$ cat src/rtl/pwm_timer8_pkg.sv
package pwm_timer8_pkg;
  typedef enum logic [1:0] {
    MODE_FREE  = 2'b00,
    MODE_PHASE = 2'b01,
    MODE_CTC   = 2'b10,
    MODE_FAST  = 2'b11
  } tmr_mode_e;

  typedef enum logic [1:0] {
    ACT_NONE   = 2'b00,
    ACT_TOGGLE = 2'b01,
    ACT_LOW    = 2'b10,
    ACT_HIGH   = 2'b11
  } out_act_e;

  function automatic logic is_pwm(tmr_mode_e m);
    return (m == MODE_PHASE) || (m == MODE_FAST);
  endfunction
endpackage

$ cat src/rtl/tmr_cmp_buffer.sv
module tmr_cmp_buffer
  import pwm_timer8_pkg::*;
#(
  parameter int W = 8
) (
  input  logic         clk,
  input  logic         rst,
  input  tmr_mode_e    mode,
  input  logic         ocr_we,
  input  logic [W-1:0] ocr_wdata,
  input  logic         top_ev,
  output logic [W-1:0] ocr_act
);
  logic [W-1:0] ocr_buf;

  always_ff @(posedge clk) begin
    if (rst) begin
      ocr_buf <= '0;
      ocr_act <= '0;
    end else begin
      if (ocr_we) ocr_buf <= ocr_wdata;
      if (is_pwm(mode)) begin
        // buffered: the active value changes only when TOP is processed
        if (top_ev) ocr_act <= ocr_buf;
      end else if (ocr_we) begin
        ocr_act <= ocr_wdata;
      end
    end
  end
endmodule

$ cat src/rtl/tmr_counter.sv
module tmr_counter
  import pwm_timer8_pkg::*;
#(
  parameter int W = 8
) (
  input  logic         clk,
  input  logic         rst,
  input  logic         tick,
  input  tmr_mode_e    mode,
  input  logic [W-1:0] ocr_act,
  input  logic         cnt_we,
  input  logic [W-1:0] cnt_wdata,
  output logic [W-1:0] cnt,
  output logic         dir_down,
  output logic         match_raw,
  output logic         top_ev,
  output logic         ovf_ev
);
  localparam logic [W-1:0] MAXV = {W{1'b1}};
  localparam logic [W-1:0] ONE  = W'(1);

  logic block_q;
  logic step;
  logic at_max, at_zero, cmp_eq;

  assign step    = tick && !cnt_we;
  assign at_max  = (cnt == MAXV);
  assign at_zero = (cnt == '0);
  assign cmp_eq  = (cnt == ocr_act);

  assign match_raw = step && cmp_eq && !block_q;
  assign top_ev    = step && at_max;
  assign ovf_ev    = (mode == MODE_PHASE) ? (step && at_zero && dir_down)
                                          : (step && at_max);

  always_ff @(posedge clk) begin
    if (rst) begin
      cnt      <= '0;
      dir_down <= 1'b0;
      block_q  <= 1'b0;
    end else begin
      if (mode != MODE_PHASE) dir_down <= 1'b0;
      if (cnt_we) begin
        cnt     <= cnt_wdata;
        block_q <= 1'b1;
      end else if (tick) begin
        block_q <= 1'b0;
        unique case (mode)
          MODE_CTC:   cnt <= (cmp_eq && !block_q) ? '0 : cnt + ONE;
          MODE_PHASE: begin
            if (!dir_down) begin
              if (at_max) begin
                dir_down <= 1'b1;
                cnt      <= MAXV - ONE;
              end else begin
                cnt <= cnt + ONE;
              end
            end else begin
              if (at_zero) begin
                dir_down <= 1'b0;
                cnt      <= ONE;
              end else begin
                cnt <= cnt - ONE;
              end
            end
          end
          default:    cnt <= cnt + ONE;
        endcase
      end
    end
  end
endmodule

$ cat src/rtl/tmr_wavegen.sv
module tmr_wavegen
  import pwm_timer8_pkg::*;
(
  input  logic      clk,
  input  logic      rst,
  input  tmr_mode_e mode,
  input  out_act_e  act,
  input  logic      match_raw,
  input  logic      top_ev,
  input  logic      dir_down,
  input  logic      ocr_is_max,
  output logic      match_ev,
  output logic      wave
);
  logic suppress;

  // fast PWM: a match that lands on TOP with a set/clear action is dropped
  assign suppress = (mode == MODE_FAST) && act[1] && ocr_is_max;
  assign match_ev = match_raw && !suppress;

  always_ff @(posedge clk) begin
    if (rst) begin
      wave <= 1'b0;
    end else begin
      unique case (mode)
        MODE_FAST: begin
          if (top_ev && act[1])        wave <= ~act[0];
          else if (match_ev && act[1]) wave <= act[0];
        end
        MODE_PHASE: begin
          if (match_ev && act[1]) wave <= dir_down ? ~act[0] : act[0];
        end
        default: begin
          if (match_ev) begin
            unique case (act)
              ACT_TOGGLE: wave <= ~wave;
              ACT_LOW:    wave <= 1'b0;
              ACT_HIGH:   wave <= 1'b1;
              default:    wave <= wave;
            endcase
          end
        end
      endcase
    end
  end
endmodule

$ cat src/rtl/tmr_flags.sv
module tmr_flags (
  input  logic clk,
  input  logic rst,
  input  logic ovf_ev,
  input  logic match_ev,
  input  logic ovf_clr,
  input  logic cmp_clr,
  output logic ovf_flag,
  output logic cmp_flag
);
  always_ff @(posedge clk) begin
    if (rst) begin
      ovf_flag <= 1'b0;
      cmp_flag <= 1'b0;
    end else begin
      if (ovf_ev)       ovf_flag <= 1'b1;
      else if (ovf_clr) ovf_flag <= 1'b0;
      if (match_ev)     cmp_flag <= 1'b1;
      else if (cmp_clr) cmp_flag <= 1'b0;
    end
  end
endmodule

$ cat src/rtl/pwm_timer8.sv
module pwm_timer8
  import pwm_timer8_pkg::*;
#(
  parameter int W = 8
) (
  input  logic         clk,
  input  logic         rst,
  input  logic         tick,
  input  logic         mode_we,
  input  logic [1:0]   mode_wdata,
  input  logic         com_we,
  input  logic [1:0]   com_wdata,
  input  logic         ocr_we,
  input  logic [W-1:0] ocr_wdata,
  input  logic         cnt_we,
  input  logic [W-1:0] cnt_wdata,
  input  logic         ovf_clr,
  input  logic         cmp_clr,
  output logic [W-1:0] count,
  output logic         ovf_flag,
  output logic         cmp_flag,
  output logic         wave_out,
  output logic         wave_oe
);
  localparam logic [W-1:0] MAXV = {W{1'b1}};

  tmr_mode_e    mode_q;
  out_act_e     act_q;
  logic [W-1:0] ocr_act;
  logic         dir_down, match_raw, match_ev, top_ev, ovf_ev;

  always_ff @(posedge clk) begin
    if (rst) begin
      mode_q  <= MODE_FREE;
      act_q   <= ACT_NONE;
      wave_oe <= 1'b0;
    end else begin
      if (mode_we) mode_q <= tmr_mode_e'(mode_wdata);
      if (com_we) begin
        act_q   <= out_act_e'(com_wdata);
        wave_oe <= |com_wdata;
      end
    end
  end

  tmr_counter #(.W(W)) u_cnt (
    .clk(clk), .rst(rst), .tick(tick), .mode(mode_q), .ocr_act(ocr_act),
    .cnt_we(cnt_we), .cnt_wdata(cnt_wdata), .cnt(count), .dir_down(dir_down),
    .match_raw(match_raw), .top_ev(top_ev), .ovf_ev(ovf_ev)
  );

  tmr_cmp_buffer #(.W(W)) u_ocr (
    .clk(clk), .rst(rst), .mode(mode_q), .ocr_we(ocr_we),
    .ocr_wdata(ocr_wdata), .top_ev(top_ev), .ocr_act(ocr_act)
  );

  tmr_wavegen u_wave (
    .clk(clk), .rst(rst), .mode(mode_q), .act(act_q), .match_raw(match_raw),
    .top_ev(top_ev), .dir_down(dir_down), .ocr_is_max(ocr_act == MAXV),
    .match_ev(match_ev), .wave(wave_out)
  );

  tmr_flags u_flags (
    .clk(clk), .rst(rst), .ovf_ev(ovf_ev), .match_ev(match_ev),
    .ovf_clr(ovf_clr), .cmp_clr(cmp_clr), .ovf_flag(ovf_flag),
    .cmp_flag(cmp_flag)
  );
endmodule

$ cat config.mk
export PLATFORM = sky130hd
export DESIGN_NAME = pwm_timer8
export DESIGN_NICKNAME = d
export VERILOG_FILES = /design/src/rtl/pwm_timer8_pkg.sv /design/src/rtl/tmr_cmp_buffer.sv /design/src/rtl/tmr_counter.sv /design/src/rtl/tmr_wavegen.sv /design/src/rtl/tmr_flags.sv /design/src/rtl/pwm_timer8.sv
export SDC_FILE = /design/constraint.sdc
export NUM_CORES = 1
export LEC_CHECK = 0
export BUFFER_PORTS_ARGS = -buffer_cell sky130_fd_sc_hd__buf_2
export CORE_ASPECT_RATIO = 1.2
export CORE_MARGIN = 5
export CORE_UTILIZATION = 45
export DETAILED_ROUTE_END_ITERATION = 8
export PLACE_DENSITY = 0.77
export SYNTH_ARGS = -nofsm -noshare
export SYNTH_HDL_FRONTEND = slang
export SYNTH_HIERARCHICAL = 1
export SYNTH_SLANG_ARGS = --single-unit
$ cat constraint.sdc
create_clock -name clk -period 6.1 [get_ports clk]
set_clock_uncertainty 0.05 [all_clocks]
set_input_delay 0.305 -clock clk [delete_from_list [all_inputs] [get_ports clk]]
set_output_delay 0.305 -clock clk [all_outputs]
set_load 0.05 [all_outputs]
# Word level (Yosys, flattened, before mapping)
# Cells that the tools add are included.
# W data, S select, Z words.
[classes]
muxes = 31
bitwise = 2
addsub = 2
reduce_logical = 26
n_eq_ne = 13
[op_table]
columns = ["op", "count"]
rows = [
  ["$mux W8", 9],
  ["$mux W1", 19],
  ["$eq A8 B8 Y1 const B", 2],
  ["$pmux W8 S2", 1],
  ["$logic_and A1 B1 Y1", 12],
  ["$add A8 B1 Y8 const B", 1],
  ["$eq A2 B2 Y1 const B", 4],
  ["$eq A8 B8 Y1", 1],
  ["$logic_not A8 Y1", 1],
  ["$reduce_bool A2 Y1", 4],
  ["$sub A8 B1 Y8 const B", 1],
  ["$ne A2 B1 Y1 const B", 3],
  ["$reduce_bool A5 Y1", 1],
  ["$eq A2 B1 Y1 const B", 2],
  ["$reduce_and A4 Y1", 1],
  ["$logic_not A1 Y1", 3],
  ["$ne A3 B1 Y1 const B", 1],
  ["$pmux W1 S3", 1],
  ["$reduce_bool A3 Y1", 1],
  ["$not A1 Y1", 2],
  ["$pmux W1 S2", 1],
  ["$reduce_and A2 Y1", 1],
  ["$reduce_or A2 Y1", 1],
  ["$logic_or A1 B1 Y1", 1],
]
[totals]
in_bits = 29
register_bits = 34

# Logic depth before layout (Yosys ltp)
# Gate-level depths: netlist (run 1).
[logic_depth]
ltp_word = 9
ltp_mapped = 9
ltp_nobuf = 9

# Hierarchy
# Netlist (run 1), hierarchy kept.
[by_module_without_submodules]
columns = ["module", "area_per_inst_um2", "instances", "seq_area_each_um2", "cells_each"]
rows = [
  ["tmr_counter", 1167.4, 1, 200.2, 155],
  ["tmr_cmp_buffer", 703.2, 1, 320.3, 62],
  ["pwm_timer8", 186.4, 1, 100.1, 19],
  ["tmr_wavegen", 142.6, 1, 20.0, 20],
  ["tmr_flags", 70.1, 1, 40.0, 8],
]

# Worst setup path after synthesis (run 1)
# No wires, ideal clock.
[synth_timing]
path_kind = "reg-to-reg"
from = "register u_cnt.cnt[7]"
to = "register u_wave.wave"
t_arrival_ns = 2.210
path_slack_ns = 3.770
stages_incl_launch_ff = 10
synth_period_minus_slack_ns = 2.330
path_cell_list = "dfxtp_1 -> buf_2 -> xor2_1 -> nor4_2 -> nand3_1 -> nor2_1 -> inv_1 -> o32a_1 -> a31oi_1 -> a21boi_1"
[synth_between]
elab_chain_cells = 7
[synth_lines]
columns = ["element", "line_no", "text"]
rows = [
  ["from (decl)", "tmr_counter.sv:13", "output logic [W-1:0] cnt,"],
  ["from (signal assigned)", "tmr_counter.sv:44", "cnt <= cnt_wdata;"],
  ["from (signal assigned)", "tmr_counter.sv:49", "MODE_CTC: cnt <= (cmp_eq && !block_q) ? '0 : cnt + ONE;"],
  ["from (signal assigned)", "tmr_counter.sv:54", "cnt <= MAXV - ONE;"],
  ["$eq A8 B8 Y1 *", "tmr_counter.sv:29", "assign cmp_eq = (cnt == ocr_act);"],
  ["$logic_and A1 B1 Y1 * (2 in series)", "tmr_counter.sv:31", "assign match_raw = step && cmp_eq && !block_q;"],
  ["via match_raw", "pwm_timer8.sv:30", "logic dir_down, match_raw, match_ev, top_ev, ovf_ev;"],
  ["$logic_and A1 B1 Y1 *", "tmr_wavegen.sv:19", "assign match_ev = match_raw && !suppress;"],
  ["$logic_and A1 B1 Y1", "tmr_wavegen.sv:28, tmr_wavegen.sv:31", ""],
  ["$ne A3 B1 Y1 (no line) / $ne A2 B1 Y1 (equally long branches)", "--", ""],
  ["$reduce_and A4 Y1 (no line) *", "--", ""],
  ["to (signal assigned)", "tmr_wavegen.sv:27", "if (top_ev && act[1]) wave <= ~act[0];"],
  ["to (signal assigned)", "tmr_wavegen.sv:28", "else if (match_ev && act[1]) wave <= act[0];"],
  ["to (signal assigned)", "tmr_wavegen.sv:31", "if (match_ev && act[1]) wave <= dir_down ? ~act[0] : act[0];"],
  ["to (decl)", "tmr_wavegen.sv:13", "output logic wave"],
]
# Mark *: on every way through the listed nets, which the timed path passes. The rest lies on a longest branch.
# A chain may end at the register's enable or synchronous reset.

# Final worst setup path (run 1)
[layout_timing]
from = "register mode_q[0]"
to = "register u_cnt.cnt[7]"
[layout_between]
elab_chain_cells = 4
[layout_lines]
columns = ["element", "line_no", "text"]
rows = [
  ["from (decl)", "pwm_timer8.sv:27", "tmr_mode_e mode_q;"],
  ["from (signal assigned)", "pwm_timer8.sv:38", "if (mode_we) mode_q <= tmr_mode_e'(mode_wdata);"],
  ["$eq A2 B1 Y1 / $eq A2 B2 Y1 (equally long branches)", "tmr_counter.sv:48", "unique case (mode)"],
  ["$pmux W8 S2 *", "tmr_counter.sv:48", ""],
  ["$mux W8 *", "tmr_counter.sv:46", "end else if (tick) begin"],
  ["$mux W8 *", "tmr_counter.sv:43", "if (cnt_we) begin"],
]
# Mark *: on every way between the ends. The rest lies on a longest branch, timed or not. The select of a mux whose other input is x is not followed.

==> results of run 1 <==
-- worst max-delay path, cell delays in order, from the launching register on --
cell,delay (ns)
dfxtp_1,0.83
inv_1,0.10
ha_1,0.41
o31ai_2,0.57
or3_1,0.19
a32oi_1,0.09
a311oi_1,0.25
-- cells by family (layout without fill, tap and decap cells) --
logic type / Yosys count / count (layout)
XOR/XNOR: 19 / 19
flip-flops: 34 / 34
AO/OA/AOI/OAI: 60 / 60
AND/OR/NAND/NOR: 92 / 92
buffers and inverters: 30 / 62
multiplexers: 23 / 23
adder cells (fa/ha/maj): 6 / 6
-- routing by layer --
layer,vias to the layer above,track usage,wire (µm),part of all wire
li1,1012,-,-,-
met4,0,0.0696,117,0.023
met1,952,0.208,2190,0.42
met5,-,0,0,0
met2,56,0.292,2620,0.50
met3,11,0.0287,271,0.052
-- flip-flops by register name, summed over array words and instances (netlist names) --
name,cells
u_wave/wave,1
act_q,2
u_flags/cmp_flag,1
wave_oe,1
u_cnt/dir_down,1
u_flags/ovf_flag,1
mode_q,2
u_cnt/cnt,8
u_ocr/ocr_act,8
u_ocr/ocr_buf,8
u_cnt/block_q,1
-- how the worst max path moves through the flow --
| stage | to | slack, ns | cells past startpoint |
|---|---|---|---|
| detailed placement | u_cnt/cnt[7]$_SDFFE_PP0P_ | 3.56 | 6 |
| CTS | u_cnt/cnt[7]$_SDFFE_PP0P_ | 3.53 | 6 |
| global placement | u_cnt/cnt[7]$_SDFFE_PP0P_ | 3.62 | 6 |
| floorplan | u_wave/wave$_SDFFE_PP0P_ | 3.77 | 9 |
| global route | u_cnt/cnt[7]$_SDFFE_PP0P_ | 3.29 | 6 |
| finish | u_cnt/cnt[7]$_SDFFE_PP0P_ | 3.51 | 6 |
-- through the flow --
stage	instances	power, mW	hold slack, ns	instance area [µm²]
4_1_cts	356	0.596	0.199	2550
3_3_place_gp	348	0.381	0.408	2430
5_1_grt	356	0.621	0.220	2550
2_1_floorplan	264	0.356	0.324	2270
3_5_place_dp	348	0.385	0.413	2430
6_report	356	0.590	0.204	2550
-- cell type report --
class | instances | area (µm²) | area share
sequential | 34 | 681 | 0.267
inverter | 14 | 52.6 | 0.0206
multi-input combinational | 200 | 1430 | 0.560
timing repair buffer | 40 | 200 | 0.0785
clock inverter | 3 | 45.0 | 0.0177
clock buffer | 5 | 68.8 | 0.0270
tap | 60 | 75.1 | 0.0295
-- Yosys cell counts, types with 2 or more instances --
cell type / count
a211oi_1: 3
nor3b_1: 3
clkbuf_1: 5
nor3_1: 4
xnor2_1: 4
a21oi_1: 13
o22ai_1: 4
buf_4: 3
a31oi_1: 6
a32oi_1: 2
nand3_1: 9
or3_4: 2
a211oi_2: 9
ha_1: 6
nor2_1: 41
o21ai_1: 3
xor2_1: 15
nor2b_1: 2
mux2i_1: 21
nor2_2: 2
a22oi_1: 2
nand2b_1: 6
nand2_1: 8
buf_6: 3
inv_1: 14
dfxtp_1: 34
buf_2: 4
o2111ai_1: 2
o21ai_0: 5
nand4_1: 5
-- cells in the final DEF, fill, tap and decap left out, types with 2 or more instances in the layout --
| cell type | instances |
|---|---|
| nor2b_1 | 2 |
| o21ai_0 | 5 |
| xor2_1 | 15 |
| a21oi_1 | 13 |
| nor3b_1 | 3 |
| o21ai_1 | 3 |
| nand2_1 | 8 |
| dfxtp_1 | 34 |
| a22oi_1 | 2 |
| inv_1 | 14 |
| a32oi_1 | 2 |
| nor2_1 | 41 |
| nor2_2 | 2 |
| or3_4 | 2 |
| o2111ai_1 | 2 |
| nand4_1 | 5 |
| mux2i_1 | 21 |
| a211oi_1 | 3 |
| buf_2 | 40 |
| a211oi_2 | 9 |
| clkinvlp_4 | 2 |
| nand3_1 | 9 |
| a31oi_1 | 6 |
| clkbuf_8 | 5 |
| nor3_1 | 4 |
| ha_1 | 6 |
| o22ai_1 | 4 |
| xnor2_1 | 4 |
| nand2b_1 | 6 |
-- power groups by stage --
| stage | clock network, mW | registers, mW | logic, mW |
|---|---|---|---|
| 2_1_floorplan | 0 | 0.266 | 0.0908 |
| 3_3_place_gp | 0 | 0.262 | 0.118 |
| 3_5_place_dp | 0 | 0.263 | 0.122 |
| 4_1_cts | 0.216 | 0.258 | 0.122 |
| 5_1_grt | 0.225 | 0.261 | 0.135 |
| 6_report | 0.210 | 0.258 | 0.122 |
==> run metrics, run 1 <==
outcome=completed; Yosys top cell by area=dfxtp_1; row count=28; fin. max-slew vios=0; Core Util, Final=0.520; unrepaired setup endpoints after global routing=false; number of flops mapped to enable cells by yosys=0; max_cap viols=0; die area=6570 µm²; sequential area share after synthesis=0.300; area grow syn2layout=12.3%; Hold WC Path Type=input port to register; pre-CTS setup slack=3.56 ns; Mapped Cells=264; Max Fanout on Critical Path=19; setup violators final=0; DRC=0; vias in the first global route=1957; Root Buffer=clkbuf_8; Worst setup SP type=register; share of layout cells above drive strength 1=0.236; ys flop type=dfxtp_1; Max VDD drop=0.203 mV; Peak Freq=386 MHz; Sw Share=0.309; reg-to-reg setup timing slack=3.51 ns; DRT iter0 DRCs=142; vias per inst=5.71; clock share of power=0.356; CTS H-tree depth=2; multiplexer area fraction after synthesis=0.104; crit path DAT=2.74 ns; asr flop ratio synth=0; final worst setup slack=3.51 ns; Flop pwr share=0.437; CTS tree=done; n_diodes=0; Vias=2031; hold path startpoint=mode_wdata[0]; CTS Buf Count=5; initial antenna violation count=0; FILL cells=481; P_int=408 µW; Pleak=1.04 nW; synth top area cells=dfxtp_1, mux2i_1, nor2_1, xor2_1, a211oi_2; Synth warnings=6; die height=87.8 µm; crit path from=mode_q[0]$_SDFFE_PP0P_; r2r endpoint=u_cnt/cnt[7]$_SDFFE_PP0P_; GPL Wtd Cong=0.888; total clock sinks=34; Post-Synth Simple-Gate Area=0.212; wirelength, routed=5200 µm; Sw Pwr=182 µW; Syn Area/Cell=8.60 µm²; top cell type's share of synthesized area=0.300; Combinational Power Share=0.208; setup bufs post-CTS=0; Synth Area in Compound Gates=0.206; Least-Margin Pin Slew=0.780 ns; Final TNS setup=0 ns; Clock Path Buffers=2; Pre-antenna DRT Iters=4; CP Class=register to register; WL per Instance=14.6 µm; core box area=4900 µm²; Die Span X=74.8 µm; Req. time, crit path=6.25 ns; HPWL Detailed=3780 µm; final net count=330; largest family of logic cells by synthesized area=simple AND/OR/NAND/NOR gates; PostCTS Resize Cnt=0; first-pass GRT wire length=8800 µm; XOR/XNOR Fraction of Synth Area=0.0733; largest net degree at the start of global routing=36; total track usage=0.170; I/O pin total=41; Hold Buf Count CTS=0; IO buf count=40; worst r2r src=mode_q[0]$_SDFFE_PP0P_; Clock transition at path regs=0.08 ns; Cell variety after synth=54; FF+latch count, synth=34; Tmin final=2.59 ns; syn_nets=299; Hold Path End=mode_q[0]$_SDFFE_PP0P_; CP Capture Type=register; period utilization=0.424; total congestion overflow=0; Hold Path Depth=3; Relative slew margins=0.479; antenna viol nets, final=0; Initial Util=0.463; Post-Syn Area=2270 µm²; Worst-Skew Late Latency=0.29 ns; Fin. Hold Viols=0; Synth Area in Adders=0.0331; Power Dens Cells=232 nW/µm²; Worst Reg-to-Reg Cells=6
(Power assumes the default switching activity.)
==> run 2: changes to the inputs <==
==> constraint.sdc (replaced) <==
create_clock -name clk -period 2.4 [get_ports clk]
set_clock_uncertainty 0.05 [all_clocks]
set_input_delay 0.12 -clock clk [delete_from_list [all_inputs] [get_ports clk]]
set_output_delay 0.12 -clock clk [all_outputs]
set_load 0.05 [all_outputs]
==> run metrics, run 2 (synthesis gave the netlist of run 1 again) <==
outcome=completed; fin. max-slew vios=0; Pre-antenna DRT Iters=4; Clock Path Buffers=2; grt met1 use=0.202; CP Capture Type=register; initial antenna violation count=0; Worst Reg-to-Reg Cells=7; Hold Buf Count CTS=0; most frequent cells in the layout=nor2_1, buf_2, dfxtp_1; DRC=0; multi-input combinational cell area=1430 µm²; Req. time, crit path=2.55 ns; Vias=2088; Max Fanout on Critical Path=16; area grow syn2layout=16.0%; final net count=343; n_diodes=0; CTS tree=done; IO buf count=40; Initial Util=0.463; row count=28; Fin. Hold Viols=0; vias per inst=5.66; period utilization=0.869; setup violators final=0; M2 GR Usage=0.327; Root Buffer=clkbuf_8; DRT iter0 DRCs=136; Pleak=1.11 nW; Worst-Skew Late Latency=0.29 ns; pre-CTS setup slack=0.216 ns; Worst setup SP type=register; GPL Wtd Cong=0.963; largest net degree at the start of global routing=35; CTS H-tree depth=2; Sw Share=0.324; crit path DAT=2.24 ns; Relative slew margins=0.676; HPWL Detailed=4200 µm; clock share of power=0.318; FILL cells=467; I/O pin total=41; top flop regs=u_cnt/cnt: 8 flops, u_ocr/ocr_act: 8 flops, u_ocr/ocr_buf: 8 flops; Flop pwr share=0.440; register area=682 µm²; GR Layer Usage met3=0.0276; placed instance area=2530 µm²; Hold WC Path Type=input port to register; unrepaired setup endpoints after global routing=false; vias in the first global route=2090; Least-Margin Pin Slew=0.486 ns; Power Dens Cells=550 nW/µm²; final worst setup slack=0.314 ns; Hold Path Depth=3; first-pass GRT wire length=9200 µm; Die Span X=74.8 µm; core box area=4900 µm²; max_cap viols=0; die height=87.8 µm; Max VDD drop=0.462 mV; cell area after layout=2630 µm²; Peak Freq=479 MHz; Clock transition at path regs=0.07 ns; Sw Pwr=470 µW; commonest non-fill, non-tap cell in the layout=nor2_1; wirelength, routed=5600 µm; P_int=978 µW; CP Class=register to register; Tmin final=2.09 ns; total clock sinks=34; Combinational Power Share=0.242; CTS Buf Count=5; total congestion overflow=0; GRT busiest layer=met2; share of layout cells above drive strength 1=0.272; WL per Instance=15.2 µm; die area=6570 µm²; antenna viol nets, final=0; total track usage=0.178; Final TNS setup=0 ns
run 2: cell types whose count changed in the layout (fill, tap and decap cells not counted):
cell        previous run  this run
buf_4                  0        13
inv_6                  0         1
clkinvlp_4             2         1
clkbuf_8               5         6
dfxtp_1               34        33
bufinv_16              1         0
dfxtp_2                0         1
run 2: area by class of cell:
cell class                      instances  share of cell area
Multi-Input combinational cell        200               0.542
Timing Repair Buffer                   53               0.113
Tap cell                               60              0.0285
Sequential cell                        34               0.259
Inverter                               14              0.0200
Clock buffer                            6              0.0314
Clock inverter                          2             0.00618
run 2: power groups by stage:
stage / Sequential [mW] / Combinational [mW] / Clock [mW]
finish: 0.638 / 0.351 / 0.460
global route: 0.643 / 0.382 / 0.497
CTS: 0.637 / 0.351 / 0.479
detailed placement: 0.650 / 0.349 / 0
global placement: 0.648 / 0.342 / 0
floorplan: 0.675 / 0.231 / 0
run 2: worst paths after layout:
| path | startpoint | end | slack, ns |
|---|---|---|---|
| max reg2reg | u_cnt/cnt[0]$_SDFFE_PP0P_ | u_ocr/ocr_act[1]$_SDFFE_PP0P_ | 0.31 |
| min reg2reg | u_flags/cmp_flag$_SDFFE_PP0P_ | u_flags/cmp_flag$_SDFFE_PP0P_ | 0.43 |
| max | u_cnt/cnt[0]$_SDFFE_PP0P_ | u_ocr/ocr_act[1]$_SDFFE_PP0P_ | 0.31 |
| min | mode_wdata[1] | mode_q[1]$_SDFFE_PP0P_ | 0.03 |
run 2: repair_timing:
item                                    4_1_cts  5_1_grt
gates resized for setup                       0        1
buffers inserted                              0        0
endpoints found under the setup margin        0        1
run 2: metal layers:
metal  vias to the layer above  part of all wire
met3                         8             0.041
li1                       1034                 -
met4                         0             0.013
met5                         -                 0
met2                        43              0.52
met1                      1003              0.42
run 2: per-stage QoR:
stage | hold slack, ns | power, mW | instances | utilization
after global placement | 0.303 | 0.989 | 361 | 0.516
after floorplan | 0.139 | 0.906 | 264 | -
after CTS | 0.0183 | 1.47 | 369 | 0.536
final | 0.0261 | 1.45 | 369 | 0.537
after global routing | 0.0298 | 1.52 | 369 | 0.537
after detailed placement | 0.327 | 0.999 | 361 | 0.516
run 2: critical path, cell delays in order, from the launching register on:
cell and delay (ns):
dfxtp_2 0.43, ha_1 0.25, nand3_1 0.12, or2_2 0.31
nor2_1 0.21, mux2_4 0.33, nor2_1 0.09, a211oi_2 0.21
